$ cat src/rtl/regspi_pkg.sv
// Package: shared types and helpers for the SPI register-access controller.
// Assumes an 8-bit command byte with a 6-bit length-minus-one field.
package regspi_pkg;

    localparam int          LEN_W     = 6;
    localparam logic [7:0]  FILL_BYTE = 8'h00;

    typedef enum logic [2:0] {
        SQ_IDLE,
        SQ_HEAD,
        SQ_POLL,
        SQ_WFETCH,
        SQ_MOVE
    } seq_state_t;

    // Builds the command byte: read flag on top, length-1 in the low bits.
    function automatic logic [7:0] make_cmd(input logic is_read,
                                            input logic [LEN_W-1:0] lm1);
        return {is_read, 1'b0, lm1};
    endfunction

endpackage

$ cat src/rtl/regspi_byte_io.sv
// Module: regspi_byte_io
// Shifts one byte each way on a mode-0 SPI bus per `go` pulse. SCLK is low
// for DIV_HALF system cycles and then high for DIV_HALF. MISO is sampled on
// the rising edge and MOSI moves on the falling edge. `byte_done` pulses one
// cycle after the eighth falling edge, with the received byte in `rx_byte`.
// Assumes `go` is only pulsed while `active` is low.
module regspi_byte_io #(
    parameter int DIV_HALF = 2
) (
    input  logic       clk,
    input  logic       rst_n,
    input  logic       go,
    input  logic [7:0] tx_byte,
    input  logic       miso,
    output logic       sclk,
    output logic       mosi,
    output logic       byte_done,
    output logic [7:0] rx_byte,
    output logic       active
);

    localparam int DIV_W = (DIV_HALF > 1) ? $clog2(DIV_HALF) : 1;

    logic [DIV_W-1:0] div_cnt;
    logic [2:0]       bit_idx;
    logic [7:0]       tx_sh;
    logic [7:0]       rx_sh;
    logic             phase_end;

    // End of one SCLK half period.
    assign phase_end = (div_cnt == DIV_W'(DIV_HALF - 1));

    // Bit timing, shifting and byte completion.
    always_ff @(posedge clk) begin
        if (!rst_n) begin
            active    <= 1'b0;
            sclk      <= 1'b0;
            mosi      <= 1'b0;
            byte_done <= 1'b0;
            rx_byte   <= 8'h00;
            div_cnt   <= '0;
            bit_idx   <= 3'd0;
            tx_sh     <= 8'h00;
            rx_sh     <= 8'h00;
        end else begin
            byte_done <= 1'b0;
            if (!active) begin
                if (go) begin
                    active  <= 1'b1;
                    tx_sh   <= tx_byte;
                    mosi    <= tx_byte[7];
                    bit_idx <= 3'd0;
                    div_cnt <= '0;
                    sclk    <= 1'b0;
                end
            end else if (!phase_end) begin
                div_cnt <= div_cnt + 1'b1;
            end else begin
                div_cnt <= '0;
                if (!sclk) begin
                    sclk  <= 1'b1;
                    rx_sh <= {rx_sh[6:0], miso};
                end else begin
                    sclk <= 1'b0;
                    if (bit_idx == 3'd7) begin
                        active    <= 1'b0;
                        byte_done <= 1'b1;
                        rx_byte   <= rx_sh;
                    end else begin
                        bit_idx <= bit_idx + 1'b1;
                        tx_sh   <= {tx_sh[6:0], 1'b0};
                        mosi    <= tx_sh[6];
                    end
                end
            end
        end
    end

    // MOSI is held for the whole high phase of SCLK.
    p_mosi_hold_r11: assert property (@(posedge clk) disable iff (!rst_n)
        (sclk && $past(sclk)) |-> $stable(mosi));

    // SCLK rests low whenever no byte is in flight.
    p_sclk_rest_r11: assert property (@(posedge clk) disable iff (!rst_n)
        !active |-> !sclk);

endmodule

$ cat src/rtl/regspi_seq.sv
// Module: regspi_seq
// Transaction sequencer. It issues the command and address bytes, then polls
// bit 0 of each received byte until release or until the wait limit is
// reached. It then runs the payload through the write stream or out to the
// read strobe. Assumes one byte engine that acknowledges each `io_go` with
// exactly one `io_done`.
module regspi_seq
    import regspi_pkg::*;
#(
    parameter int ADDR_W = 24,
    parameter int WAIT_W = 8
) (
    input  logic              clk,
    input  logic              rst_n,
    input  logic              start,
    input  logic              rd_req,
    input  logic [LEN_W-1:0]  len_m1,
    input  logic [ADDR_W-1:0] addr,
    input  logic [WAIT_W-1:0] wait_limit,
    input  logic [7:0]        wr_data,
    input  logic              wr_valid,
    output logic              wr_ready,
    output logic [7:0]        rd_data,
    output logic              rd_valid,
    output logic              busy,
    output logic              done,
    output logic              err,
    output logic              cs_act,
    output logic              io_go,
    output logic [7:0]        io_tx,
    input  logic              io_done,
    input  logic [7:0]        io_rx
);

    localparam int ADDR_BYTES = ADDR_W / 8;
    localparam int HDR_W      = $clog2(ADDR_BYTES + 1);

    seq_state_t        st;
    logic              rd_q;
    logic [LEN_W-1:0]  len_q;
    logic [ADDR_W-1:0] addr_q;
    logic [WAIT_W-1:0] wlim_q;
    logic [WAIT_W-1:0] wait_cnt;
    logic [HDR_W-1:0]  hdr_idx;
    logic [LEN_W-1:0]  pay_idx;
    logic [7:0]        addr_bytes [ADDR_BYTES];

    // Splits the latched address into bytes, most significant first.
    for (genvar g = 0; g < ADDR_BYTES; g++) begin : g_addr_byte
        assign addr_bytes[g] = addr_q[ADDR_W-1-8*g -: 8];
    end

    // Stream ready and busy come from the state alone.
    assign wr_ready = (st == SQ_WFETCH);
    assign busy     = (st != SQ_IDLE);

    // Transaction state machine.
    always_ff @(posedge clk) begin
        if (!rst_n) begin
            st       <= SQ_IDLE;
            rd_q     <= 1'b0;
            len_q    <= '0;
            addr_q   <= '0;
            wlim_q   <= '0;
            wait_cnt <= '0;
            hdr_idx  <= '0;
            pay_idx  <= '0;
            cs_act   <= 1'b0;
            io_go    <= 1'b0;
            io_tx    <= 8'h00;
            rd_data  <= 8'h00;
            rd_valid <= 1'b0;
            done     <= 1'b0;
            err      <= 1'b0;
        end else begin
            io_go    <= 1'b0;
            rd_valid <= 1'b0;
            done     <= 1'b0;
            err      <= 1'b0;
            case (st)
                SQ_IDLE: begin
                    if (start) begin
                        rd_q     <= rd_req;
                        len_q    <= len_m1;
                        addr_q   <= addr;
                        wlim_q   <= wait_limit;
                        wait_cnt <= '0;
                        hdr_idx  <= '0;
                        cs_act   <= 1'b1;
                        io_tx    <= make_cmd(rd_req, len_m1);
                        io_go    <= 1'b1;
                        st       <= SQ_HEAD;
                    end
                end
                SQ_HEAD: begin
                    if (io_done) begin
                        if (hdr_idx != HDR_W'(ADDR_BYTES)) begin
                            io_tx   <= addr_bytes[hdr_idx];
                            io_go   <= 1'b1;
                            hdr_idx <= hdr_idx + 1'b1;
                        end else if (io_rx[0]) begin
                            pay_idx <= '0;
                            if (rd_q) begin
                                io_tx <= FILL_BYTE;
                                io_go <= 1'b1;
                                st    <= SQ_MOVE;
                            end else begin
                                st <= SQ_WFETCH;
                            end
                        end else if (wlim_q == '0) begin
                            cs_act <= 1'b0;
                            done   <= 1'b1;
                            err    <= 1'b1;
                            st     <= SQ_IDLE;
                        end else begin
                            io_tx    <= FILL_BYTE;
                            io_go    <= 1'b1;
                            wait_cnt <= WAIT_W'(1);
                            st       <= SQ_POLL;
                        end
                    end
                end
                SQ_POLL: begin
                    if (io_done) begin
                        if (io_rx[0]) begin
                            pay_idx <= '0;
                            if (rd_q) begin
                                io_tx <= FILL_BYTE;
                                io_go <= 1'b1;
                                st    <= SQ_MOVE;
                            end else begin
                                st <= SQ_WFETCH;
                            end
                        end else if (wait_cnt == wlim_q) begin
                            cs_act <= 1'b0;
                            done   <= 1'b1;
                            err    <= 1'b1;
                            st     <= SQ_IDLE;
                        end else begin
                            wait_cnt <= wait_cnt + 1'b1;
                            io_tx    <= FILL_BYTE;
                            io_go    <= 1'b1;
                        end
                    end
                end
                SQ_WFETCH: begin
                    if (wr_valid) begin
                        io_tx <= wr_data;
                        io_go <= 1'b1;
                        st    <= SQ_MOVE;
                    end
                end
                SQ_MOVE: begin
                    if (io_done) begin
                        if (rd_q) begin
                            rd_data  <= io_rx;
                            rd_valid <= 1'b1;
                        end
                        if (pay_idx == len_q) begin
                            cs_act <= 1'b0;
                            done   <= 1'b1;
                            st     <= SQ_IDLE;
                        end else begin
                            pay_idx <= pay_idx + 1'b1;
                            if (rd_q) begin
                                io_tx <= FILL_BYTE;
                                io_go <= 1'b1;
                            end else begin
                                st <= SQ_WFETCH;
                            end
                        end
                    end
                end
                default: st <= SQ_IDLE;
            endcase
        end
    end

    // Wait counter stays inside 1..limit while polling.
    p_wait_bound_r7: assert property (@(posedge clk) disable iff (!rst_n)
        (st == SQ_POLL) |-> (wait_cnt != '0 && wait_cnt <= wlim_q));

    // An error is only reported together with the end of a transaction.
    p_err_with_done_r7: assert property (@(posedge clk) disable iff (!rst_n)
        err |-> done);

    // Read strobes only occur in read transactions.
    p_rd_dir_r6: assert property (@(posedge clk) disable iff (!rst_n)
        rd_valid |-> rd_q);

    // Write stream is only consulted in write transactions, within length.
    p_wr_dir_r5: assert property (@(posedge clk) disable iff (!rst_n)
        wr_ready |-> (!rd_q && pay_idx <= len_q));

endmodule

$ cat src/rtl/regspi_ctrl.sv
// Module: regspi_ctrl (top)
// SPI register-access controller with wait-state polling. It ties the
// sequencer to the byte engine and drives active-low chip select.
// Assumes `miso` is already synchronous to `clk`, or slow enough that
// sampling on the SCLK rise is safe.
module regspi_ctrl
    import regspi_pkg::*;
#(
    parameter int DIV_HALF = 2,
    parameter int ADDR_W   = 24,
    parameter int WAIT_W   = 8
) (
    input  logic              clk,
    input  logic              rst_n,
    input  logic              start,
    input  logic              rd_req,
    input  logic [LEN_W-1:0]  len_m1,
    input  logic [ADDR_W-1:0] addr,
    input  logic [WAIT_W-1:0] wait_limit,
    input  logic [7:0]        wr_data,
    input  logic              wr_valid,
    output logic              wr_ready,
    output logic [7:0]        rd_data,
    output logic              rd_valid,
    output logic              busy,
    output logic              done,
    output logic              err,
    output logic              cs_n,
    output logic              sclk,
    output logic              mosi,
    input  logic              miso
);

    logic       cs_act;
    logic       io_go;
    logic [7:0] io_tx;
    logic       io_done;
    logic [7:0] io_rx;
    logic       io_active;

    // Chip select is the inverse of the sequencer's select register.
    assign cs_n = ~cs_act;

    regspi_seq #(
        .ADDR_W (ADDR_W),
        .WAIT_W (WAIT_W)
    ) u_seq (
        .clk        (clk),
        .rst_n      (rst_n),
        .start      (start),
        .rd_req     (rd_req),
        .len_m1     (len_m1),
        .addr       (addr),
        .wait_limit (wait_limit),
        .wr_data    (wr_data),
        .wr_valid   (wr_valid),
        .wr_ready   (wr_ready),
        .rd_data    (rd_data),
        .rd_valid   (rd_valid),
        .busy       (busy),
        .done       (done),
        .err        (err),
        .cs_act     (cs_act),
        .io_go      (io_go),
        .io_tx      (io_tx),
        .io_done    (io_done),
        .io_rx      (io_rx)
    );

    regspi_byte_io #(
        .DIV_HALF (DIV_HALF)
    ) u_byte_io (
        .clk       (clk),
        .rst_n     (rst_n),
        .go        (io_go),
        .tx_byte   (io_tx),
        .miso      (miso),
        .sclk      (sclk),
        .mosi      (mosi),
        .byte_done (io_done),
        .rx_byte   (io_rx),
        .active    (io_active)
    );

    // Chip select stays low while any byte is moving.
    p_cs_during_io_r9: assert property (@(posedge clk) disable iff (!rst_n)
        io_active |-> !cs_n);

    // Done coincides with the first cycle of released chip select.
    p_done_release_r9: assert property (@(posedge clk) disable iff (!rst_n)
        done |-> (cs_n && !$past(cs_n)));

    // Done is a single-cycle pulse.
    p_done_pulse_r9: assert property (@(posedge clk) disable iff (!rst_n)
        done |=> !done);

    // With no transaction in progress the bus is idle.
    p_idle_bus_r10: assert property (@(posedge clk) disable iff (!rst_n)
        (!busy && !done) |-> (cs_n && !sclk));

endmodule

$ cat config.mk
export PLATFORM = sky130hd
export DESIGN_NAME = regspi_ctrl
export DESIGN_NICKNAME = d
export VERILOG_FILES = /design/src/rtl/regspi_pkg.sv /design/src/rtl/regspi_byte_io.sv /design/src/rtl/regspi_seq.sv /design/src/rtl/regspi_ctrl.sv
export SDC_FILE = /design/constraint.sdc
export NUM_CORES = 1
export LEC_CHECK = 0
export BUFFER_PORTS_ARGS = -buffer_cell sky130_fd_sc_hd__buf_2
export CORE_MARGIN = 4
export CORE_UTILIZATION = 50
export CTS_BUF_LIST = sky130_fd_sc_hd__clkbuf_4 sky130_fd_sc_hd__clkbuf_8
export CTS_CLUSTER_DIAMETER = 100
export DETAILED_ROUTE_END_ITERATION = 10
export MAX_ROUTING_LAYER = met4
export PLACE_DENSITY_LB_ADDON = 0.08
export SYNTH_ARGS = -nofsm -noshare
export SYNTH_HDL_FRONTEND = slang
export SYNTH_HIERARCHICAL = 1
export SYNTH_SLANG_ARGS = --single-unit
export TNS_END_PERCENT = 20
$ cat constraint.sdc
create_clock -name clk -period 2.15 [get_ports clk]
set_clock_uncertainty 0.15 [all_clocks]
set_input_delay 0.215 -clock clk [delete_from_list [all_inputs] [get_ports clk]]
set_output_delay 0.215 -clock clk [all_outputs]
set_load 0.005 [all_outputs]
==> key figures, run 1 <==
Yosys
  • Sequential area share after synthesis: 0.409
  • EDFF count, synth: 0
  • #FFs+latches synth: 110
  • Ys flop type: dfxtp_1
  • Post-synth net total: 689
  • Yosys cell types: 62
  • Synthesized instance count: 631
  • Ys async rst share: 0
  • Post-Syn Area per Cell: 8.53 µm²
  • YS warnings: 6
  • Post-Syn Area: 5380 µm²

Place
  • Setup WS pre-CTS: -0.0821 ns
  • Cell Count Post-Placement: 833
  • GP Congestion: 0.903
  • Hpwl dp: 9670 µm
  • Number of I/O port buffers: 67

Global routing
  • Grt total ovfl: 0
  • First-pass GRT wire length: 23400 µm
  • Global Route Usage Sum: 0.234
  • Initial antenna violation count: 0
  • Largest net degree at the start of global routing: 52
  • Vias in the first global route: 4720

Clock network
  • Number of clock buffers inserted by TritonCTS: 9
  • Root Buffer: clkbuf_8
  • H-tree depth: 3
  • Worst-path clk slew: 0.11 ns
  • Clock Tree Buf Depth: 2
  • CTS tree: built
  • CTS Sinks: 110
  • Clock latency on the worst-skew pair: 0.38 ns

Floorplan
  • Die W: 112 µm
  • CORE AREA: 10400 µm²
  • Starting density of the core: 0.517
  • Row count: 37
  • Die Area: 12500 µm²
  • I/O Pins: 68
  • Die Y-Extent: 112 µm

Setup path
  • Worst EP required: 2.27 ns
  • Critical path arrival: 2.20 ns
  • Crit Path Class: reg2reg
  • Worst Path Max Fanout: 6
  • CP Capture Type: flop
  • Startpoint types: flop

Timing
  • Setup TNS: 0 ns
  • Slew HR: 0.473
  • Slew Limit Fails: 0
  • Hold Fails Final Rpt: 0
  • RSZ-0062 raised after global routing: true
  • Setup WS post-layout: 0.0675 ns
  • Post-route clock period utilization: 0.969
  • Slew @ Worst Pin: 0.791 ns
  • Hold WS: 0.0384 ns
  • Fmax: 480 MHz
  • Minimum clock period: 2.08 ns
  • # setup viols final: 0

Power
  • Pleak: 0.00275 µW
  • Pwr dens: 858 nW/µm²
  • Worst VDD drop: 646 µV

Route
  • Vias: 4878
  • Vias per inst: 5.45
  • First-pass iteration count of the detailed router: 5
  • Wirelength, routed: 14000 µm
  • Routed wire length per instance: 15.7 µm
  • Antenna viol nets, final: 0
  • DRC: 0
  • Initial DRC Count: 327

Final layout
  • Layout area overhead: 24.8%
  • Non-filler cells, final: 895
  • Share of cells above drive strength 1: 0.224
  • Filler Cell Count: 935
  • Nets: 812
  • # diodes: 0
  • Fin util: 0.645

Job
  • Max Cap Viol: 0

Hold path
  • Worst hold path type: in2reg

Status
  • Status: finished, final reports clean
sequential cells by signal (all words and copies together), names as in the netlist, 2 cells and up:
name               count
u_byte_io/bit_idx      3
u_byte_io/rx_byte      8
u_byte_io/rx_sh        8
u_byte_io/tx_sh        7
u_seq/addr_bytes      24
u_seq/hdr_idx          2
u_seq/io_tx            8
u_seq/len_q            6
u_seq/pay_idx          6
u_seq/rd_data          8
u_seq/st               3
u_seq/wait_cnt         8
u_seq/wlim_q           8
cell families after synthesis:
| logic type | after synthesis | synth area share |
|---|---|---|
| XOR/XNOR | 16 | 0.0260 |
| flip-flops | 110 | 0.409 |
| AO/OA/AOI/OAI | 148 | 0.184 |
| buffers and inverters | 51 | 0.0481 |
| AND/OR/NAND/NOR | 256 | 0.236 |
| adder cells (fa/ha/maj) | 7 | 0.0158 |
| multiplexers | 43 | 0.0809 |
layer usage:
metal | GRT usage | vias to the layer above | part of all wire
met4 | 0.0584 | 0 | 0.015
li1 | - | 2463 | -
met1 | 0.312 | 2284 | 0.49
met2 | 0.359 | 109 | 0.45
met3 | 0.0560 | 22 | 0.044
met5 | - | - | 0
area by class of cell:
| type | instances | area, µm² | share of cell area |
|---|---|---|---|
| Inverter | 6 | 22.5 | 0.00335 |
| Timing Repair Buffer | 157 | 1140 | 0.170 |
| Sequential cell | 110 | 2210 | 0.329 |
| Tap cell | 136 | 170 | 0.0253 |
| Clock inverter | 6 | 92.6 | 0.0138 |
| Multi-Input combinational cell | 470 | 2950 | 0.439 |
| Clock buffer | 10 | 131 | 0.0196 |
per-stage QoR:
step	instance area, µm²	total power (µW)
2_1_floorplan	5380	3680
3_3_place_gp	5980	4200
3_5_place_dp	5980	4220
4_1_cts	6680	5750
5_1_grt	6710	6110
6_report	6710	5760
path summary, 6_finish.rpt:
kind,from,to,slack (ns),depth (start not counted)
setup / recovery,u_seq/pay_idx[5],u_seq/st[1],0.07,5
hold reg to reg,u_seq/addr_bytes[4],u_seq/addr_bytes[4],0.31,2
setup reg to reg,u_seq/pay_idx[5],u_seq/st[1],0.07,5
hold / removal,wr_data[7],u_seq/io_tx[7],0.04,3
cell usage in the layout, fill, tap and decap left out, types with 4 or more instances in the layout:
cell type      count
a211oi_1           4
a21oi_1           61
a222oi_1           7
and2_1             4
and3_1             5
buf_2             67
buf_4             43
clkbuf_8           9
dfxtp_1          106
dfxtp_2            4
dlygate4sd3_1     45
ha_1               5
inv_1              6
mux2i_1           42
nand2_1          134
nand2b_1          13
nand3_1           14
nand3b_1           4
nand4_1           10
nor2_1            26
nor2b_1           14
o21ai_0           19
o21ai_1            4
o21ai_2            9
o22ai_2            8
o31ai_1           10
o31ai_2            4
or3_1              5
or4_1              4
xnor2_1           10
xor2_1             5
where the power goes:
group | internal [µW] | total, µW | switching [µW]
logic | 853 | 1920 | 1070
registers | 2260 | 2430 | 164
clock network | 678 | 1410 | 732
synthesized netlist by cell type (5+ instances only):
| cell type | n | share of area |
|---|---|---|
| a21oi_1 | 63 | 0.059 |
| a222oi_1 | 7 | 0.013 |
| and3_1 | 5 | 0.0058 |
| buf_2 | 8 | 0.0074 |
| buf_6 | 5 | 0.010 |
| clkbuf_1 | 29 | 0.020 |
| dfxtp_1 | 110 | 0.41 |
| ha_1 | 6 | 0.014 |
| inv_1 | 6 | 0.0042 |
| mux2i_1 | 42 | 0.078 |
| nand2_1 | 134 | 0.093 |
| nand2b_1 | 13 | 0.015 |
| nand3_1 | 14 | 0.013 |
| nand4_1 | 10 | 0.012 |
| nor2_1 | 26 | 0.018 |
| nor2b_1 | 14 | 0.016 |
| o21ai_0 | 19 | 0.018 |
| o21ai_1 | 5 | 0.0047 |
| o21ai_2 | 8 | 0.013 |
| o22ai_2 | 8 | 0.019 |
| o31ai_1 | 10 | 0.014 |
| or3_1 | 5 | 0.0058 |
| xnor2_1 | 10 | 0.016 |
| xor2_1 | 6 | 0.0098 |
repair_timing:
item | CTS | global route
setup buffers | 1 | 0
hold buffers | 45 | 0
pin swaps | 1 | 3
hold endpoints to repair | 45 | 0
cloned | 0 | 0
gates resized for setup | 2 | 11
setup endpoints to repair | 13 | 49
critical path, stage by stage, from the launching register on:
cell and delay, ns:
dfxtp_2 0.36, xor2_2 0.19, nor4_4 0.42, a21oi_2 0.13
or4b_4 0.58, mux2i_1 0.14
Power figures use the tool's default switching activity.
==> run 2, diff against run 1 <==
SETUP_SLACK_MARGIN = 0.15   (was unset)
==> key figures, run 2 (same netlist as run 1, synthesis figures left out) <==
Clock network
  • CTS tree: built
  • H-tree depth: 3
  • Number of clock buffers inserted by TritonCTS: 9
  • Clock latency on the worst-skew pair: 0.38 ns
  • Worst-path clk slew: 0.11 ns
  • Root Buffer: clkbuf_8
  • Clock Tree Buf Depth: 2
  • CTS Sinks: 110

Place
  • Number of I/O port buffers: 67
  • Hpwl dp: 9740 µm
  • GP Congestion: 0.923
  • Setup WS pre-CTS: -0.0193 ns

Route
  • Antenna viol nets, final: 0
  • Vias: 4956
  • Routed wire length per instance: 15.8 µm
  • DRC: 0
  • Vias per inst: 5.52
  • Initial DRC Count: 350
  • Wirelength, routed: 14200 µm
  • First-pass iteration count of the detailed router: 5

Final layout
  • Layout area overhead: 27.0%
  • FF/Latch Area: 2210 µm²
  • Fin util: 0.656
  • Commonest non-fill, non-tap cell in the layout: nand2_1
  • Nets: 815
  • Share of cells above drive strength 1: 0.248
  • # diodes: 0
  • Filler Cell Count: 892
  • Multi-input logic area: 3050 µm²
  • Most frequent cells in the layout: 134 x nand2_1, 105 x dfxtp_1, 67 x buf_2
  • Max reg flops: 24

Setup path
  • Crit Path Class: reg2reg
  • Startpoint types: flop
  • CP Launch Point: u_seq/st[1]
  • Worst Path Max Fanout: 8
  • CP Capture Type: flop
  • Worst EP required: 2.30 ns
  • Slowest stage cell, crit path: or4_4
  • Slowest stage delay, CP: 0.64 ns
  • Worst R2R Start: u_seq/st[1]
  • Critical path arrival: 2.21 ns
  • Crit-path cells: nand2b_4 -> and3_4 -> o32a_1 -> or4_4 -> o22ai_2

Floorplan
  • Starting density of the core: 0.517
  • Die W: 112 µm
  • Die Area: 12500 µm²
  • Row count: 37
  • Die Y-Extent: 112 µm
  • CORE AREA: 10400 µm²
  • I/O Pins: 68

Timing
  • Slew Limit Fails: 0
  • Slew HR: 0.622
  • Post-route clock period utilization: 0.959
  • Minimum clock period: 2.06 ns
  • Hold Fails Final Rpt: 0
  • Slew @ Worst Pin: 0.566 ns
  • RSZ-0062 raised after global routing: true
  • # setup viols final: 0
  • Setup WS post-layout: 0.0891 ns
  • Fmax: 485 MHz

Global routing
  • First-pass GRT wire length: 22600 µm
  • Largest net degree at the start of global routing: 51
  • Grt total ovfl: 0
  • Global Route Usage Sum: 0.225
  • Vias in the first global route: 4673
  • Initial antenna violation count: 0

Status
  • Status: finished, final reports clean

Power
  • Worst VDD drop: 382 µV
  • Pwr dens: 843 nW/µm²
  • Pleak: 0.00277 µW
  • Total chip power: 5760 µW

Job
  • Max Cap Viol: 0

Hold path
  • Worst hold path type: in2reg
  • Hold wc startpoint: wr_data[4]
-- run 2: cell types whose count changed in the layout (fill, tap and decap cells not counted), sizes merged --
cell	delta
buf	+6
dlygate4sd3	-3
clkinv	+3
bufinv	-2
clkbuf	-1
clkinvlp	-2
inv	+2
-- run 2: critical path: cells and delay by family, from the launching register on --
| kind | cells | cell delay, ns |
|---|---|---|
| and+or+nand+nor | 3 | 0.95 |
| AOI/OAI and AO/OA | 2 | 0.51 |
| DFF | 1 | 0.38 |
-- run 2: worst paths after layout --
kind | endpoint | slack [ns] | cells after the start
max | u_seq/io_tx[7] | 0.09 | 5
min | u_seq/io_tx[4] | 0.04 | 3
max reg2reg | u_seq/io_tx[7] | 0.09 | 5
min reg2reg | u_seq/addr_bytes[6] | 0.31 | 2
-- run 2: per-stage QoR --
stage | setup TNS, ns | cell area, µm² | cells | hold slack (ns)
after detailed placement | -0.0376 | 6010 | 832 | 0.297
after CTS | 0 | 6680 | 891 | 0.0163
after global placement | 0 | 6010 | 832 | 0.294
final | 0 | 6830 | 898 | 0.0366
after global routing | 0 | 6830 | 898 | 0.0189
after floorplan | 0 | 5390 | 631 | 0.201
-- run 2: layout make-up --
type                            instances  share of cell area
Clock inverter                          7              0.0110
Clock buffer                            9              0.0181
Inverter                                6             0.00330
Multi-Input combinational cell        470               0.446
Timing Repair Buffer                  160               0.173
Tap cell                              136              0.0249
Sequential cell                       110               0.324
-- run 2: timing repair --
item,CTS,global route
buffers inserted,1,6
resized for setup,12,22
cloned,0,1
setup endpoints to repair,25,52
pin swaps,3,4
hold endpoints to repair,43,0
hold buffers,42,0
-- run 2: per-layer routing --
layer / vias to the layer above / track usage / wire [µm]
met3: 24 / 0.0299 / 572
met4: 0 / 0.0681 / 265
met1: 2325 / 0.305 / 6880
met5: - / - / 0
li1: 2466 / - / -
met2: 141 / 0.350 / 6440
-- run 2: where the power goes --
part / leakage [µW] / switching [µW] / total (µW) / internal [µW]
clock network: 0.000104 / 791 / 1260 / 465
logic: 0.00177 / 1150 / 2070 / 926
registers: 0.000898 / 167 / 2430 / 2270
total: 0.00277 / 2100 / 5760 / 3660
